<file path="src/rtl/mst_pkg.sv">
package mst_pkg;

  typedef enum logic [1:0] {
    BG_ZERO  = 2'd0,
    BG_ONE   = 2'd1,
    BG_ALT_A = 2'd2,
    BG_ALT_B = 2'd3
  } bg_e;

  typedef struct packed {
    logic rd;
    bg_e  bg;
  } step_t;

  localparam int ELEM_W     = 4;
  localparam int STEP_W     = 3;
  localparam int LAST_BASE  = 5;
  localparam int LAST_EXT   = 8;

  function automatic logic [STEP_W-1:0] elem_len(input logic [ELEM_W-1:0] e);
    case (e)
      4'd0, 4'd5, 4'd8: return 3'd1;
      4'd1, 4'd3:       return 3'd2;
      4'd7:             return 3'd3;
      4'd6:             return 3'd4;
      default:          return 3'd5;
    endcase
  endfunction

  function automatic logic elem_down(input logic [ELEM_W-1:0] e);
    return e == 4'd1;
  endfunction

  function automatic step_t mk(input logic rd, input bg_e bg);
    step_t s;
    s.rd = rd;
    s.bg = bg;
    return s;
  endfunction

  function automatic step_t elem_step(input logic [ELEM_W-1:0] e,
                                      input logic [STEP_W-1:0] s);
    step_t r;
    r = mk(1'b0, BG_ZERO);
    case (e)
      4'd0: r = mk(1'b0, BG_ZERO);
      4'd1: r = (s == 3'd0) ? mk(1'b1, BG_ZERO) : mk(1'b0, BG_ONE);
      4'd2: case (s)
              3'd0:       r = mk(1'b1, BG_ONE);
              3'd1:       r = mk(1'b0, BG_ZERO);
              3'd2, 3'd3: r = mk(1'b1, BG_ZERO);
              default:    r = mk(1'b0, BG_ONE);
            endcase
      4'd3: r = (s == 3'd0) ? mk(1'b1, BG_ONE) : mk(1'b0, BG_ZERO);
      4'd4: case (s)
              3'd0:       r = mk(1'b1, BG_ZERO);
              3'd1:       r = mk(1'b0, BG_ONE);
              3'd2, 3'd3: r = mk(1'b1, BG_ONE);
              default:    r = mk(1'b0, BG_ZERO);
            endcase
      4'd5: r = mk(1'b1, BG_ZERO);
      4'd6: case (s)
              3'd0:    r = mk(1'b1, BG_ZERO);
              3'd1:    r = mk(1'b0, BG_ALT_A);
              3'd2:    r = mk(1'b0, BG_ALT_B);
              default: r = mk(1'b1, BG_ALT_B);
            endcase
      4'd7: case (s)
              3'd0:    r = mk(1'b1, BG_ALT_B);
              3'd1:    r = mk(1'b0, BG_ALT_A);
              default: r = mk(1'b1, BG_ALT_A);
            endcase
      4'd8: r = mk(1'b1, BG_ALT_A);
      default: r = mk(1'b0, BG_ZERO);
    endcase
    return r;
  endfunction

endpackage

</file>
<file path="src/rtl/mst_bg_gen.sv">
module mst_bg_gen #(
  parameter int DATA_W = 16
) (
  input  mst_pkg::bg_e      bg,
  output logic [DATA_W-1:0] word
);
  import mst_pkg::*;

  for (genvar i = 0; i < DATA_W; i++) begin : g_bit
    localparam logic EVEN = (i % 2 == 0);
    always_comb begin
      case (bg)
        BG_ZERO:  word[i] = 1'b0;
        BG_ONE:   word[i] = 1'b1;
        BG_ALT_A: word[i] = EVEN;
        default:  word[i] = ~EVEN;
      endcase
    end
  end
endmodule

</file>
<file path="src/rtl/mst_sequencer.sv">
module mst_sequencer #(
  parameter int ADDR_W = 4
) (
  input  logic                       clk,
  input  logic                       rst,
  input  logic                       start_ok,
  input  logic                       bds_en,
  output logic                       issue,
  output logic [ADDR_W-1:0]          iss_addr,
  output logic [mst_pkg::ELEM_W-1:0] iss_elem,
  output logic [mst_pkg::STEP_W-1:0] iss_step,
  output mst_pkg::step_t             iss_op,
  output logic                       iss_last
);
  import mst_pkg::*;

  logic               run_q;
  logic               ext_q;
  logic [ELEM_W-1:0]  elem_q;
  logic [STEP_W-1:0]  step_q;
  logic [ADDR_W-1:0]  addr_q;

  logic               down;
  logic [ADDR_W-1:0]  addr_end;
  logic [ELEM_W-1:0]  last_elem;
  logic               step_end;
  logic               at_end;

  always_comb begin
    down      = elem_down(elem_q);
    addr_end  = down ? '0 : '1;
    last_elem = ext_q ? ELEM_W'(LAST_EXT) : ELEM_W'(LAST_BASE);
    step_end  = (step_q == elem_len(elem_q) - 3'd1);
    at_end    = (addr_q == addr_end);
  end

  always_ff @(posedge clk) begin
    if (rst) begin
      run_q  <= 1'b0;
      ext_q  <= 1'b0;
      elem_q <= '0;
      step_q <= '0;
      addr_q <= '0;
    end else if (start_ok) begin
      run_q  <= 1'b1;
      ext_q  <= bds_en;
      elem_q <= '0;
      step_q <= '0;
      addr_q <= '0;
    end else if (run_q) begin
      if (!step_end) begin
        step_q <= step_q + 3'd1;
      end else begin
        step_q <= '0;
        if (!at_end) begin
          addr_q <= down ? addr_q - 1'b1 : addr_q + 1'b1;
        end else if (elem_q == last_elem) begin
          run_q <= 1'b0;
        end else begin
          elem_q <= elem_q + 4'd1;
          addr_q <= elem_down(elem_q + 4'd1) ? '1 : '0;
        end
      end
    end
  end

  assign issue    = run_q;
  assign iss_addr = addr_q;
  assign iss_elem = elem_q;
  assign iss_step = step_q;
  assign iss_op   = elem_step(elem_q, step_q);
  assign iss_last = run_q && step_end && at_end && (elem_q == last_elem);

endmodule

</file>
<file path="src/rtl/mst_resp_cmp.sv">
module mst_resp_cmp #(
  parameter int ADDR_W = 4,
  parameter int DATA_W = 16
) (
  input  logic                       clk,
  input  logic                       rst,
  input  logic                       clear,
  input  logic                       chk_in,
  input  logic [DATA_W-1:0]          exp_in,
  input  logic [ADDR_W-1:0]          addr_in,
  input  logic [mst_pkg::ELEM_W-1:0] elem_in,
  input  logic [mst_pkg::STEP_W-1:0] step_in,
  input  logic [DATA_W-1:0]          rdata,
  output logic                       fail,
  output logic [ADDR_W-1:0]          fail_addr,
  output logic [mst_pkg::ELEM_W-1:0] fail_elem,
  output logic [mst_pkg::STEP_W-1:0] fail_step
);
  import mst_pkg::*;

  logic                c_chk;
  logic [DATA_W-1:0]   c_exp;
  logic [ADDR_W-1:0]   c_addr;
  logic [ELEM_W-1:0]   c_elem;
  logic [STEP_W-1:0]   c_step;
  logic                miss;

  assign miss = c_chk && (rdata != c_exp);

  always_ff @(posedge clk) begin
    if (rst) begin
      c_chk     <= 1'b0;
      c_exp     <= '0;
      c_addr    <= '0;
      c_elem    <= '0;
      c_step    <= '0;
      fail      <= 1'b0;
      fail_addr <= '0;
      fail_elem <= '0;
      fail_step <= '0;
    end else begin
      c_chk  <= chk_in;
      c_exp  <= exp_in;
      c_addr <= addr_in;
      c_elem <= elem_in;
      c_step <= step_in;
      if (clear) begin
        fail      <= 1'b0;
        fail_addr <= '0;
        fail_elem <= '0;
        fail_step <= '0;
      end else if (miss && !fail) begin
        fail      <= 1'b1;
        fail_addr <= c_addr;
        fail_elem <= c_elem;
        fail_step <= c_step;
      end
    end
  end
endmodule

</file>
<file path="src/rtl/mem_selftest_ctrl.sv">
module mem_selftest_ctrl #(
  parameter int ADDR_W = 4,
  parameter int DATA_W = 16
) (
  input  logic              clk,
  input  logic              rst,
  input  logic              start,
  input  logic              bds_en,
  output logic [ADDR_W-1:0] mem_addr,
  output logic [DATA_W-1:0] mem_wdata,
  output logic              mem_we,
  output logic              mem_re,
  input  logic [DATA_W-1:0] mem_rdata,
  output logic              done,
  output logic              pass,
  output logic              fail,
  output logic [ADDR_W-1:0] fail_addr,
  output logic [3:0]        fail_elem,
  output logic [2:0]        fail_step
);
  import mst_pkg::*;

  logic               busy_r;
  logic               start_ok;
  logic               issue;
  logic [ADDR_W-1:0]  iss_addr;
  logic [ELEM_W-1:0]  iss_elem;
  logic [STEP_W-1:0]  iss_step;
  step_t              iss_op;
  logic               iss_last;
  logic [DATA_W-1:0]  pat_word;
  logic [ELEM_W-1:0]  p_elem;
  logic [STEP_W-1:0]  p_step;
  logic               last_p1;
  logic               last_p2;

  assign start_ok = start && !busy_r;

  mst_sequencer #(.ADDR_W(ADDR_W)) u_seq (
    .clk      (clk),
    .rst      (rst),
    .start_ok (start_ok),
    .bds_en   (bds_en),
    .issue    (issue),
    .iss_addr (iss_addr),
    .iss_elem (iss_elem),
    .iss_step (iss_step),
    .iss_op   (iss_op),
    .iss_last (iss_last)
  );

  mst_bg_gen #(.DATA_W(DATA_W)) u_bg (
    .bg   (iss_op.bg),
    .word (pat_word)
  );

  always_ff @(posedge clk) begin
    if (rst) begin
      busy_r    <= 1'b0;
      mem_we    <= 1'b0;
      mem_re    <= 1'b0;
      mem_addr  <= '0;
      mem_wdata <= '0;
      p_elem    <= '0;
      p_step    <= '0;
      last_p1   <= 1'b0;
      last_p2   <= 1'b0;
      done      <= 1'b0;
    end else begin
      if (start_ok)     busy_r <= 1'b1;
      else if (last_p2) busy_r <= 1'b0;
      mem_we  <= issue && !iss_op.rd;
      mem_re  <= issue && iss_op.rd;
      if (issue) begin
        mem_addr  <= iss_addr;
        mem_wdata <= pat_word;
        p_elem    <= iss_elem;
        p_step    <= iss_step;
      end
      last_p1 <= iss_last;
      last_p2 <= last_p1;
      done    <= last_p2;
    end
  end

  mst_resp_cmp #(.ADDR_W(ADDR_W), .DATA_W(DATA_W)) u_cmp (
    .clk       (clk),
    .rst       (rst),
    .clear     (start_ok),
    .chk_in    (mem_re),
    .exp_in    (mem_wdata),
    .addr_in   (mem_addr),
    .elem_in   (p_elem),
    .step_in   (p_step),
    .rdata     (mem_rdata),
    .fail      (fail),
    .fail_addr (fail_addr),
    .fail_elem (fail_elem),
    .fail_step (fail_step)
  );

  assign pass = ~fail;

endmodule

</file>
<file path="config.mk">
export PLATFORM = sky130hd
export DESIGN_NAME = mem_selftest_ctrl
export DESIGN_NICKNAME = d
export VERILOG_FILES = /design/src/rtl/mst_pkg.sv /design/src/rtl/mst_bg_gen.sv /design/src/rtl/mst_sequencer.sv /design/src/rtl/mst_resp_cmp.sv /design/src/rtl/mem_selftest_ctrl.sv
export SDC_FILE = /design/constraint.sdc
export NUM_CORES = 1
export LEC_CHECK = 0
export BUFFER_PORTS_ARGS = -buffer_cell sky130_fd_sc_hd__buf_2
export CAP_MARGIN = 15
export CORE_ASPECT_RATIO = 0.75
export CORE_MARGIN = 5
export CORE_UTILIZATION = 55
export CTS_CLUSTER_SIZE = 24
export DETAILED_ROUTE_END_ITERATION = 16
export GPL_TIMING_DRIVEN = 0
export PLACE_DENSITY = 0.86
export SYNTH_ARGS = -nofsm -noshare
export SYNTH_HDL_FRONTEND = slang
export SYNTH_HIERARCHICAL = 1
export SYNTH_SLANG_ARGS = --single-unit
</file>
<file path="constraint.sdc">
create_clock -name clk -period 4.17 [get_ports clk]
set_clock_uncertainty 0.05 [all_clocks]
set_input_delay 0.834 -clock clk [delete_from_list [all_inputs] [get_ports clk]]
set_output_delay 0.834 -clock clk [all_outputs]
set_load 0.005 [all_outputs]
</file>
==> Word level (Yosys, flattened, before mapping) <==
Index checks and enable logic that the tools add are counted.
{ "word_totals": {"reg_bits": 86, "inputBits": 20, "out_inout_bits": 36} }
{ "op_classes": {"n_addsub": 5, "eq_ne": 19, "mux": 24, "bitwise_logic": 2, "reduce_logical": 23} }
{ "op_table": {"columns": ["op", "n"], "rows": [
  ["$pmux 3 s3", 3],
  ["$mux 4", 6],
  ["$pmux 3 s8", 1],
  ["$eq 4x3->1 const B", 4],
  ["$ne 16x16->1", 1],
  ["$pmux 3 s4", 1],
  ["$reduce_or 2->1", 5],
  ["$mux 1", 9],
  ["$mux 3", 3],
  ["$add 4x1->4 const B", 2],
  ["$eq 4x1->1 const B", 2],
  ["$eq 4x2->1 const B", 2],
  ["$eq 4x4->1", 2],
  ["$logic_and 1x1->1", 8],
  ["$eq 3x2->1 const B", 2],
  ["$pmux 3 s2", 1],
  ["$eq 4x4->1 const B", 1],
  ["$logic_not 4->1", 1],
  ["$reduce_and 4->1", 1],
  ["$sub 4x1->4 const B", 1],
  ["$add 3x1->3 const B", 1],
  ["$eq 3x1->1 const B", 1],
  ["$eq 3x3->1", 1],
  ["$logic_not 1->1", 3],
  ["10 further kinds", 11]
]} }

==> Depth between registers and ports, before layout <==
Gate-level depths: netlist of the first run.
{ "depth": {"ltp_word": 8, "ltp_mapped": 14, "depth_no_buf": 13} }

==> Hierarchy <==
The synthesis of the first run kept the hierarchy.
{ "by_module_without_submodules": {"columns": ["module", "instances", "cells_per_inst", "area_each_um2"], "rows": [
  ["mst_resp_cmp", 1, 132, 1398.8],
  ["mst_sequencer", 1, 187, 1377.6],
  ["mem_selftest_ctrl", 1, 102, 1138.6],
  ["mst_bg_gen", 1, 19, 141.4]
]} }

==> Worst setup path before layout of the first run <==
No wires, ideal clock.
{ "synth_timing": {"kind": "reg2reg", "from": "register u_seq.elem_q[0] (netlist: u_seq/iss_elem[0])", "to": "register u_seq.addr_q[0] (netlist: u_seq/iss_addr[0])", "arrival_time_ns": 2.914, "slack_ns": 1.087, "path_stages_with_launch": 13, "n_path_buf": 2, "period_less_slack_ns": 3.083, "path_cell_list": "dfxtp_1 ha_1 or3b_1 buf_2 inv_1 ha_1 buf_1 nand2_1 or4_4 o21ai_4 and2b_2 nor3_1 o221a_1"} }
{ "synth_via": {"elab_chain_cells": 6} }
{ "synth_rtl": {"columns": ["item", "line", "text"], "rows": [
  ["start, declared", "mst_sequencer.sv:19", "logic [ELEM_W-1:0] elem_q;"],
  ["start signal, assigned", "mst_sequencer.sv:60", "elem_q <= elem_q + 4'd1;"],
  ["$eq 4x3->1 (tied with other cells)", "mst_pkg.sv:21", "case (e)"],
  ["$reduce_or 3->1 or $reduce_or 2->1 (tied branches)", "mst_pkg.sv:21", null],
  ["$pmux 3 s4", "mst_pkg.sv:21", null],
  ["$sub 3x1->3", "mst_sequencer.sv:33", "step_end = (step_q == elem_len(elem_q) - 3'd1);"],
  ["$eq 3x3->1", "mst_sequencer.sv:33", null],
  ["$reduce_and 3->1 (no line)", null, null],
  ["end signal, assigned", "mst_sequencer.sv:56", "addr_q <= down ? addr_q - 1'b1 : addr_q + 1'b1;"],
  ["end signal, assigned", "mst_sequencer.sv:61", "addr_q <= elem_down(elem_q + 4'd1) ? '1 : '0;"],
  ["end, declared", "mst_sequencer.sv:21", "logic [ADDR_W-1:0] addr_q;"]
]} }
Parallel ways exist; a longest one is shown, timed or not. The select of a mux whose other input is x is not followed.
A chain may end at the register's enable or synchronous reset.

==> Worst setup path after layout of the first run <==
{ "layout_timing": {"from": "register u_seq.elem_q[0] (netlist: u_seq/iss_elem[0])", "to": "register u_seq.elem_q[2] (netlist: u_seq/iss_elem[2])"} }
{ "layout_via": {"elab_chain_cells": 6} }
{ "layout_rtl": {"columns": ["item", "line"], "rows": [
  ["$eq 4x3->1 (tied with other cells)", "mst_pkg.sv:21"],
  ["$reduce_or 3->1 or $reduce_or 2->1 (tied branches)", "mst_pkg.sv:21"],
  ["$pmux 3 s4", "mst_pkg.sv:21"],
  ["$sub 3x1->3", "mst_sequencer.sv:33"],
  ["$eq 3x3->1", "mst_sequencer.sv:33"],
  ["$reduce_and 4->1 (no line)", null]
]} }
Parallel ways exist; a longest one is shown, timed or not.

==> results.txt, run 1 <==
Outcome: finished clean
CTS Hold Bufs: 0
Post-Syn Area: 4056 um^2
CP endpoint: u_seq/iss_elem[2]
Worst R2R Path Depth: 12
Final instance area: 4652 um^2
CP max FO: 10
Synth unique cells: 53
Initial antenna violation count: 0
Routed len/inst: 14.81 um
PortBufs: 55
Post-CTS Setup Bufs: 0
Req. time, crit path: 4.34 ns
Synth area leaders: dfxtp_1 42%, mux2i_1 9.9%, nor2b_1 5.9%, nor2_1 4.7%, ha_1 4.3%
DP Area: 4458 um^2
Footprint of the multi-input gates: 2049 um^2
Finished Core Util: 0.6405
Yosys warning count: 6
Max cap viols: 0
Critical Path Source: u_seq/iss_elem[0]
Synth Instances: 440
TritonCTS clock tree: yes
Worst-path clk slew: 0.09 ns
Synth Flop Type: dfxtp_1
Startpoint types: register
Number of global-route vias before repair: 3148
Sequential-to-total area share from yosys stat: 0.4244
Final period utilization: 0.8977
Layout cells sized above 1: 0.1922
Worst slew pin tran: 0.7013 ns
Layout area overhead: 14.68%
H-tree depth: 3
Area leader, netlist: dfxtp_1
Max Root-Sink Buffers: 2
Fill cells: 583
Avg Cell Area, Syn: 9.219 um^2
R2R Setup Slk: 0.43 ns
Leak pwr: 0.001895 uW
CP endpoint kind: register
I/O pins: 56
Largest net degree at the start of global routing: 16
DRT Pass-1 Iters: 7
# diodes: 0
Crit path DAT: 3.91 ns
Kind of critical path: register to register
Register area: 1722 um^2
Worst min path class: register to register
Die Wd: 109.2 um
Peak VDD IR: 144.1 uV
Setup TNS: 0 ns
Crit Reg-Reg Endpoint: u_seq/iss_elem[2]
Total gr overflow: 0
Core Footprint: 7263 um^2
Commonest cells post-synth: 86 x dfxtp_1, 51 x nor2_1, 40 x mux2i_1
Asr flop ratio synth: 0
Antenna Nets Post-Route: 0
Vias: 3321
RSZ-0062 raised after global routing: no
Final slew viol count: 0
Starting Density: 0.5585
DRT iter0 DRCs: 354
Placer congestion estimate: 0.9061
Clock Root Buffer: clkbuf_8
Die area: 9211 um^2
Worst r2r src: u_seq/iss_elem[0]
Post-CTS Resized: 0
GRT Overall Usage: 0.2053
WL final: 9050 um
Setup violations, final: 0
Post-synth EDFFs: 0
Power per cell area: 322.0 nW/um^2
Sink Count: 86
Final #Nets: 541
Die span in y: 84.38 um
Worst Hold Margin: 0.3911 ns
First-pass GRT wire length: 15060 um
Num CTS Buffers: 9
Vias per cell: 5.435
Syn Nets: 475
Drt drc: 0
Synth Register Bits: 86
FMAX: 267.1 MHz
Endpoints failing hold: 0
Slew headroom: 0.5276
Post-synth top area share: 0.4244
Tmin final: 3.743 ns
Num rows: 27
Later-pin clock latency in the skew report: 0.35 ns
Most frequent cell after synthesis: dfxtp_1
Post-DP HPWL: 6745 um
[placed cells by master (no fill, tap or decap), types with 14 or more instances in the layout]
cell type | synthesis | layout
a21oi_1 | 14 | 14
buf_2 | 2 | 57
buf_4 | 15 | 15
clkbuf_1 | 15 | 15
dfxtp_1 | 86 | 86
ha_1 | 14 | 14
mux2i_1 | 40 | 40
nand2_1 | 32 | 32
nor2_1 | 51 | 51
nor2b_1 | 38 | 38
xnor2_1 | 18 | 18
[per-layer routing]
metal / vias up / GRT usage / part of all wire
met3: 15 / 0.04766 / 0.077
met2: 138 / 0.3411 / 0.47
met5: - / 0 / 0
met4: 0 / 0.06651 / 0.015
li1: 1627 / - / -
met1: 1541 / 0.2626 / 0.43
[stage by stage]
step	power, uW	setup slack (ns)	instances
floorplan	909.1	1.087	440
global placement	935.2	0.7000	596
detailed placement	939.5	0.5807	596
CTS	1508	0.4795	611
global route	1559	0.1893	611
finish	1498	0.4268	611
[worst min path at each step]
stage	startpoint	end	slack, ns	cells past startpoint
floorplan	last_p2	busy_r	0.36	1
global placement	last_p2	busy_r	0.37	1
detailed placement	last_p2	busy_r	0.38	1
CTS	last_p2	busy_r	0.39	1
global route	last_p2	busy_r	0.40	1
finish	last_p2	busy_r	0.39	1
[report_power, final]
| group | total [uW] | switching (uW) | internal (uW) |
|---|---|---|---|
| registers | 829 | 3.65 | 825 |
| logic | 93.3 | 55.6 | 37.6 |
| clock network | 576 | 298 | 278 |
| total | 1500 | 357 | 1140 |
[cell families (layout without fill, tap and decap cells)]
family / count (synthesis) / in the layout / share of synthesized area
AO/OA/AOI/OAI: 60 / 60 / 0.1018
buffers and inverters: 50 / 120 / 0.07033
adder cells (fa/ha/maj): 15 / 15 / 0.04812
XOR/XNOR: 21 / 21 / 0.04534
multiplexers: 41 / 41 / 0.1015
flip-flops: 86 / 86 / 0.4244
AND/OR/NAND/NOR: 167 / 167 / 0.2085
[worst max-delay path: stages (launching register included)]
cell	delay [ns]
dfxtp_1	0.55
ha_1	0.32
or3b_1	0.37
buf_2	0.17
inv_1	0.26
ha_1	0.17
buf_1	0.28
nand2_1	0.19
or4_4	0.49
o21ai_4	0.12
nand3_1	0.14
o311ai_1	0.32
o31ai_1	0.15
[layout make-up]
cell class | count | area share
multi-input combinational | 304 | 0.4406
sequential | 86 | 0.3701
timing repair buffer | 55 | 0.05917
buffer | 39 | 0.05245
tap | 101 | 0.02717
clock buffer | 9 | 0.02663
clock inverter | 6 | 0.01506
inverter | 11 | 0.008876
[state kept, by name, indices dropped and copies added (netlist names), 4 cells and up]
name,flops
mem_addr,4
u_cmp/fail_elem,4
p_elem,4
mem_wdata,16
u_seq/iss_elem,4
u_cmp/fail_addr,4
u_seq/iss_addr,4
u_cmp/c_addr,4
u_cmp/c_elem,4
u_cmp/c_exp,16
No activity file was read; power rests on OpenSTA's default activity.
==> run 2, diff against run 1 <==
--- a/config.mk
+++ b/config.mk
@@ -7,7 +7,7 @@
 export LEC_CHECK = 0
 export BUFFER_PORTS_ARGS = -buffer_cell sky130_fd_sc_hd__buf_2
 export CAP_MARGIN = 15
-export CORE_ASPECT_RATIO = 0.75
+export CORE_ASPECT_RATIO = 0.7
 export CORE_MARGIN = 5
 export CORE_UTILIZATION = 55
 export CTS_CLUSTER_SIZE = 24
==> run 2 against run 1 <==
  * Total power up 0.54%
  * Flip-flop and latch count did not move
  * Final cell count decreased by 0.33%
  * Sequential power about the same
  * Worst hold slack gained 0.0070 ns
  * Worst setup slack improved by 0.14 ns
  * Largest cell class unchanged
  * Critical path type unchanged
  * First-iteration DRC count fell by 37%
  * Critical path depth is the same
==> results.txt, run 2 (synthesized netlist as in run 1, its figures left out) <==
Final slew viol count: 0 (unchanged)
Met3 WL: 638 um (-8.3%)
Met1 WL: 3946 um (+0.28%)
Worst-path clk slew: 0.08 ns (about the same)
WL final: 8865 um (-2.0%)
Die area: 9220 um^2 (about the same)
Footprint of the multi-input gates: 2049 um^2 (unchanged)
TritonCTS clock tree: yes
Finished Core Util: 0.6425 (+0.001981)
Largest net degree at the start of global routing: 16 (unchanged)
Setup TNS: 0 ns (unchanged)
DP Area: 4454 um^2 (about the same)
Die span in y: 81.85 um (-3.0%)
CTS Hold Bufs: 0 (unchanged)
Worst stage delay on the critical path: 0.56 ns (about the same)
Power per cell area: 323.1 nW/um^2 (+0.35%)
Number of global-route vias before repair: 3189 (+1.3%)
Post-CTS Resized: 0 (unchanged)
Final instance area: 4661 um^2 (+0.19%)
Slew headroom: 0.5638 (+0.03629)
Outcome: finished clean
Total gr overflow: 0 (unchanged)
Final period utilization: 0.8647 (-0.03294)
Routed len/inst: 14.56 um (-1.7%)
Worst path cell trace: ha_1 -> or3b_1 -> buf_2 -> inv_1 -> ha_1 -> buf_1 -> nand2_1 -> or4_4 -> o21ai_4 -> nand4_1 -> o311ai_1 -> o31ai_1
Layout cells sized above 1: 0.1937 (+0.001581)
CP endpoint kind: register
Setup ws final: 0.5641 ns (+0.1374 ns)
Core Footprint: 7254 um^2 (-0.12%)
Final #Nets: 541 (unchanged)
GRT Overall Usage: 0.2048 (-0.0005152)
Antenna Nets Post-Route: 0 (unchanged)
Drt drc: 0 (unchanged)
Worst slew pin tran: 0.6518 ns (-0.04944 ns)
H-tree depth: 3 (unchanged)
Startpoint types: register
Commonest non-fill, non-tap cell in the layout: dfxtp_1
Peak VDD IR: 184.8 uV (+28%)
Vias per cell: 5.332 (-1.9%)
Max cap viols: 0 (unchanged)
Vias: 3247 (-2.2%)
Starting Density: 0.5592 (+0.0006742)
Routed wl met2: 4199 um (-1.9%)
Num rows: 26 (-3.7%)
Top routing layer in use: met4
Placer congestion estimate: 0.8709 (-3.9%)
Setup violations, final: 0 (unchanged)
First-pass GRT wire length: 15190 um (+0.87%)
Leak pwr: 0.001905 uW (+0.51%)
Most frequent cells in the layout: 86 x dfxtp_1, 57 x buf_2, 51 x nor2_1
Initial antenna violation count: 0 (unchanged)
DRT Pass-1 Iters: 4 (-3)
Crit path DAT: 3.78 ns (-0.13 ns)
Endpoints failing hold: 0 (unchanged)
Req. time, crit path: 4.35 ns (about the same)
Num CTS Buffers: 9 (unchanged)
Post-CTS Setup Bufs: 0 (unchanged)
DRT iter0 DRCs: 224 (-37%)
CP max FO: 10 (unchanged)
Tmin final: 3.606 ns (-0.1374 ns)
Sink Count: 86 (unchanged)
PortBufs: 55 (unchanged)
Fill cells: 594 (+1.9%)
Max Root-Sink Buffers: 2 (unchanged)
Later-pin clock latency in the skew report: 0.35 ns (about the same)
CP dominant cell by count: ha_1
Worst min path class: register to register
Register area: 1722 um^2 (unchanged)
Crit-path slowest cell: dfxtp_1
Layout area overhead: 14.90%
RSZ-0062 raised after global routing: no
FMAX: 277.3 MHz (+3.8%)
Top flop regs: mem_wdata (16), u_cmp/c_exp (16)
Pre-CTS setup slack: 0.6329 ns (+0.05221 ns)
Clock Root Buffer: clkbuf_8
I/O pins: 56 (unchanged)
Post-DP HPWL: 6843 um (+1.4%)
Die Wd: 112.6 um (+3.2%)
Kind of critical path: register to register
# diodes: 0 (unchanged)
==> run 2: cell count changes in the layout (fill, tap and decap cells not counted), sizes merged <==
cell	change
clkbuf	+1
clkinv	+1
clkinvlp	-1
==> run 2: per-stage QoR <==
stage | total power, uW | hold slack (ns) | std cells
CTS | 1519 | 0.3956 | 609
global placement | 933.7 | 0.3701 | 593
floorplan | 909.1 | 0.3579 | 440
finish | 1506 | 0.3982 | 609
detailed placement | 936.9 | 0.3860 | 593
global route | 1572 | 0.4230 | 609
==> run 2: worst paths after layout <==
check,from,slack [ns],cells after the start,end
worst max-delay path,u_seq/iss_elem[0],0.56,12,u_seq/iss_elem[3]
worst min-delay path,u_cmp/c_addr[1],0.40,2,u_cmp/fail_addr[1]
worst max register to register,u_seq/iss_elem[0],0.56,12,u_seq/iss_elem[3]
worst min register to register,u_cmp/c_addr[1],0.40,2,u_cmp/fail_addr[1]
==> run 2: final cells by class <==
type                            count  area share
Multi-Input combinational cell    304      0.4397
Sequential cell                    86      0.3694
Timing Repair Buffer               55     0.05906
Buffer                             39     0.05235
Clock buffer                       10     0.02953
Tap cell                           98     0.02631
Clock inverter                      6     0.01477
Inverter                           11    0.008859
==> run 2: worst max-delay path, delay by kind of cell, from the launching register on <==
kind	cells	cell delay, ns
fa+ha+maj	2	0.50
compound gates	3	0.49
flops	1	0.56
simple gates	4	1.18
buf+inv	3	0.71
==> run 2: where the power goes <==
part / leakage [uW] / switching, uW / internal [uW]
registers: 0.000694 / 3.56 / 825
logic: 0.00111 / 52.2 / 37.4
clock network: 0.000103 / 291 / 297
==> run 2: metal layers <==
| layer | up-vias | GRT usage |
|---|---|---|
| met5 | - | 0 |
| met4 | 0 | 0.05522 |
| met3 | 8 | 0.05302 |
| met2 | 109 | 0.3528 |
| met1 | 1508 | 0.2574 |
| li1 | 1622 | - |
==> run 3, diff against run 2 <==
--- a/config.mk
+++ b/config.mk
@@ -13,8 +13,8 @@
 export CTS_CLUSTER_SIZE = 24
 export DETAILED_ROUTE_END_ITERATION = 16
 export GPL_TIMING_DRIVEN = 0
-export PLACE_DENSITY = 0.86
+export MAX_ROUTING_LAYER = met4
+export PLACE_DENSITY = 0.88
 export SYNTH_ARGS = -nofsm -noshare
 export SYNTH_HDL_FRONTEND = slang
-export SYNTH_HIERARCHICAL = 1
 export SYNTH_SLANG_ARGS = --single-unit
==> run 3 against run 2 <==
  * Worst hold slack worse by 0.018 ns
  * Register-to-register slack better by 0.42 ns
  * Routed wire length is 25% lower
  * Non-clock buffer count is 9 lower
  * Sequential power is 31% lower
  * Cell area is 25% lower
  * Die area is 26% lower
  * Count of clock-buffer cells in the layout is 1 lower
  * Critical endpoint is now u_seq.iss_elem[3]
  * Largest cell class unchanged
  * Highest routed layer unchanged
==> results.txt, run 3 <==
Synth Flop Type: dfxtp_1
Footprint of the multi-input gates: 1506 um^2 (-26%)
Worst stage delay on the critical path: 0.53 ns (-0.03 ns)
Number of global-route vias before repair: 2476 (-22%)
First-pass GRT wire length: 11470 um (-24%)
Crit path max-delay family: simple AND/OR/NAND/NOR gates
Worst-path clk slew: 0.07 ns (about the same)
Layout cells sized above 1: 0.2577 (+0.06392)
Area leader, netlist: dfxtp_1
Synth area leaders: dfxtp_1 40%, ha_1 5.6%, mux2i_1 4.8%, o21ai_0 4.3%, buf_4 3.9%
Drt drc: 0 (unchanged)
Finished Layout Cells: 464 (-24%)
Num CTS Buffers: 9 (unchanged)
Final #Nets: 421 (-22%)
H-tree depth: 3 (unchanged)
Peak VDD IR: 254.9 uV (+38%)
Post-Place Cells: 448 (-24%)
Die span in y: 70.71 um (-14%)
Post-CTS Resized: 0 (unchanged)
Post-synth top area share: 0.4010 (-0.02339)
Req. time, crit path: 4.38 ns (+0.03 ns)
Syn Nets: 356 (-25%)
Most frequent cells in the layout: 58 x dfxtp_1, 56 x buf_2, 25 x o21ai_0
Max cap viols: 0 (unchanged)
DRT iter0 DRCs: 165 (-26%)
Commonest non-fill, non-tap cell in the layout: dfxtp_1
Num rows: 22 (-15%)
Post-Syn Area: 2895 um^2 (-29%)
Pre-CTS setup slack: 1.029 ns (+0.3964 ns)
FMAX: 313.8 MHz (+13%)
Vias per cell: 5.504 (+3.2%)
Post-synth EDFFs: 0 (unchanged)
CP max FO: 10 (unchanged)
# diodes: 0 (unchanged)
Total gr overflow: 0 (unchanged)
Die Wd: 96.72 um (-14%)
Largest net degree at the start of global routing: 12 (-4)
Commonest cells post-synth: 58 x dfxtp_1, 25 x o21ai_0, 22 x nor2_1
Synth unique cells: 55 (+3.8%)
Setup ws final: 0.9835 ns (+0.4193 ns)
Startpoint types: register
Clock Root Buffer: clkbuf_8
Crit-path slowest cell: dfxtp_1
Die area: 6839 um^2 (-26%)
Kind of critical path: register to register
Worst slew pin tran: 0.6444 ns (-0.007406 ns)
DRT Pass-1 Iters: 5 (+1)
Vias: 2554 (-21%)
Placer congestion estimate: 0.8549 (-1.8%)
Initial antenna violation count: 0 (unchanged)
Layout area overhead: 20.74%
Leak pwr: 0.001473 uW (-23%)
GRT Overall Usage: 0.2112 (+0.006393)
Later-pin clock latency in the skew report: 0.34 ns (about the same)
Setup violations, final: 0 (unchanged)
Final slew viol count: 0 (unchanged)
Final period utilization: 0.7642 (-0.1006)
Register area: 1161 um^2 (-33%)
Worst min path class: register to register
Crit path DAT: 3.40 ns (-0.38 ns)
Power per cell area: 364.1 nW/um^2 (+13%)
Asr flop ratio synth: 0 (unchanged)
Tmin final: 3.187 ns (-0.4193 ns)
Synth Instances: 322 (-27%)
Post-DP HPWL: 4892 um (-28%)
Synth Register Bits: 58 (-33%)
PortBufs: 54 (-1.8%)
I/O pins: 56 (unchanged)
Most frequent cell after synthesis: dfxtp_1
RSZ-0062 raised after global routing: no
Sink Count: 58 (-33%)
Core Footprint: 5175 um^2 (-29%)
Starting Density: 0.5595 (about the same)
WL final: 6680 um (-25%)
Setup TNS: 0 ns (unchanged)
CP endpoint kind: register
CP dominant cell by count: ha_1
CP Buf/Inv Count: 0 (-3)
Post-CTS Setup Bufs: 0 (unchanged)
CTS Hold Bufs: 0 (unchanged)
Max Root-Sink Buffers: 2 (unchanged)
Endpoints failing hold: 0 (unchanged)
Yosys warning count: 0 (-6)
Sequential-to-total area share from yosys stat: 0.4010 (-0.02339)
Routed len/inst: 14.40 um (-1.1%)
Outcome: finished clean
TritonCTS clock tree: yes
Avg Cell Area, Syn: 8.992 um^2 (-2.5%)
Antenna Nets Post-Route: 0 (unchanged)
Slew headroom: 0.5704 (+0.006543)
Total power: 1273 uW (-15%)
Fill cells: 424 (-29%)
Worst path cell trace: ha_1 -> nor3b_2 -> ha_1 -> nand4_1 -> mux2i_2 -> nand4_4 -> or3_1 -> a21oi_1
[run 3: changes by cell type after synthesis, sizes merged, moves of 4 or more]
cell    previous run  this run
o21ai             13        26
o31ai              8         0
nor2b             38        18
buf               24        19
nor2              51        22
nand2             32        20
dfxtp             86        58
xnor2             18         6
o211ai             5         1
mux2i             40        15
nand3              4        15
[run 3: area by class of cell]
cell class / count / share of cell area
inverters: 12 / 0.01288
multi-input cells: 221 / 0.4309
flip-flops and latches: 58 / 0.3321
repair buffers: 54 / 0.07731
clock inverters: 7 / 0.03329
well taps: 72 / 0.02577
plain buffers: 31 / 0.05225
clock buffers: 9 / 0.03543
[run 3: final timing paths]
| check | startpoint | endpoint | slack, ns | depth (start not counted) |
|---|---|---|---|---|
| worst max-delay path | u_seq.iss_elem[0] | u_seq.iss_elem[3] | 0.98 | 8 |
| worst min-delay path | last_p2 | busy_r | 0.38 | 1 |
| worst max register to register | u_seq.iss_elem[0] | u_seq.iss_elem[3] | 0.98 | 8 |
| worst min register to register | last_p2 | busy_r | 0.38 | 1 |
[run 3: report_power, final]
part	leakage (uW)	internal, uW	total, uW	switching, uW
combinational	0.000884	35.5	80.4	45.0
clock	0.000120	396	623	227
sequential	0.000469	561	569	7.76
total	0.00147	993	1270	280
[run 3: logic make-up (layout without fill, tap and decap cells)]
logic type	count (synthesis)	count (layout)	synth area share
adders and majority gates	14	14	0.06310
xor gates and xnor gates	7	7	0.02377
and+or+nand+nor	115	115	0.2161
DFF	58	58	0.4010
muxes	15	15	0.05315
AOI/OAI and AO/OA	70	70	0.1642
buffers and inverters	43	113	0.07865
[run 3: routing by layer]
metal	part of all wire	global-route usage
met2	0.44	0.3356
met1	0.47	0.2546
met4	0.013	0.05763
met3	0.081	0.07783
met5	0	-
[run 3: through the flow]
| stage | hold slack [ns] | cell area [um^2] | util |
|---|---|---|---|
| floorplan | 0.3579 | 2895 | - |
| global placement | 0.3719 | 3256 | 0.6291 |
| detailed placement | 0.3762 | 3256 | 0.6291 |
| CTS | 0.3830 | 3496 | 0.6755 |
| global route | 0.4180 | 3496 | 0.6755 |
| finish | 0.3806 | 3496 | 0.6755 |
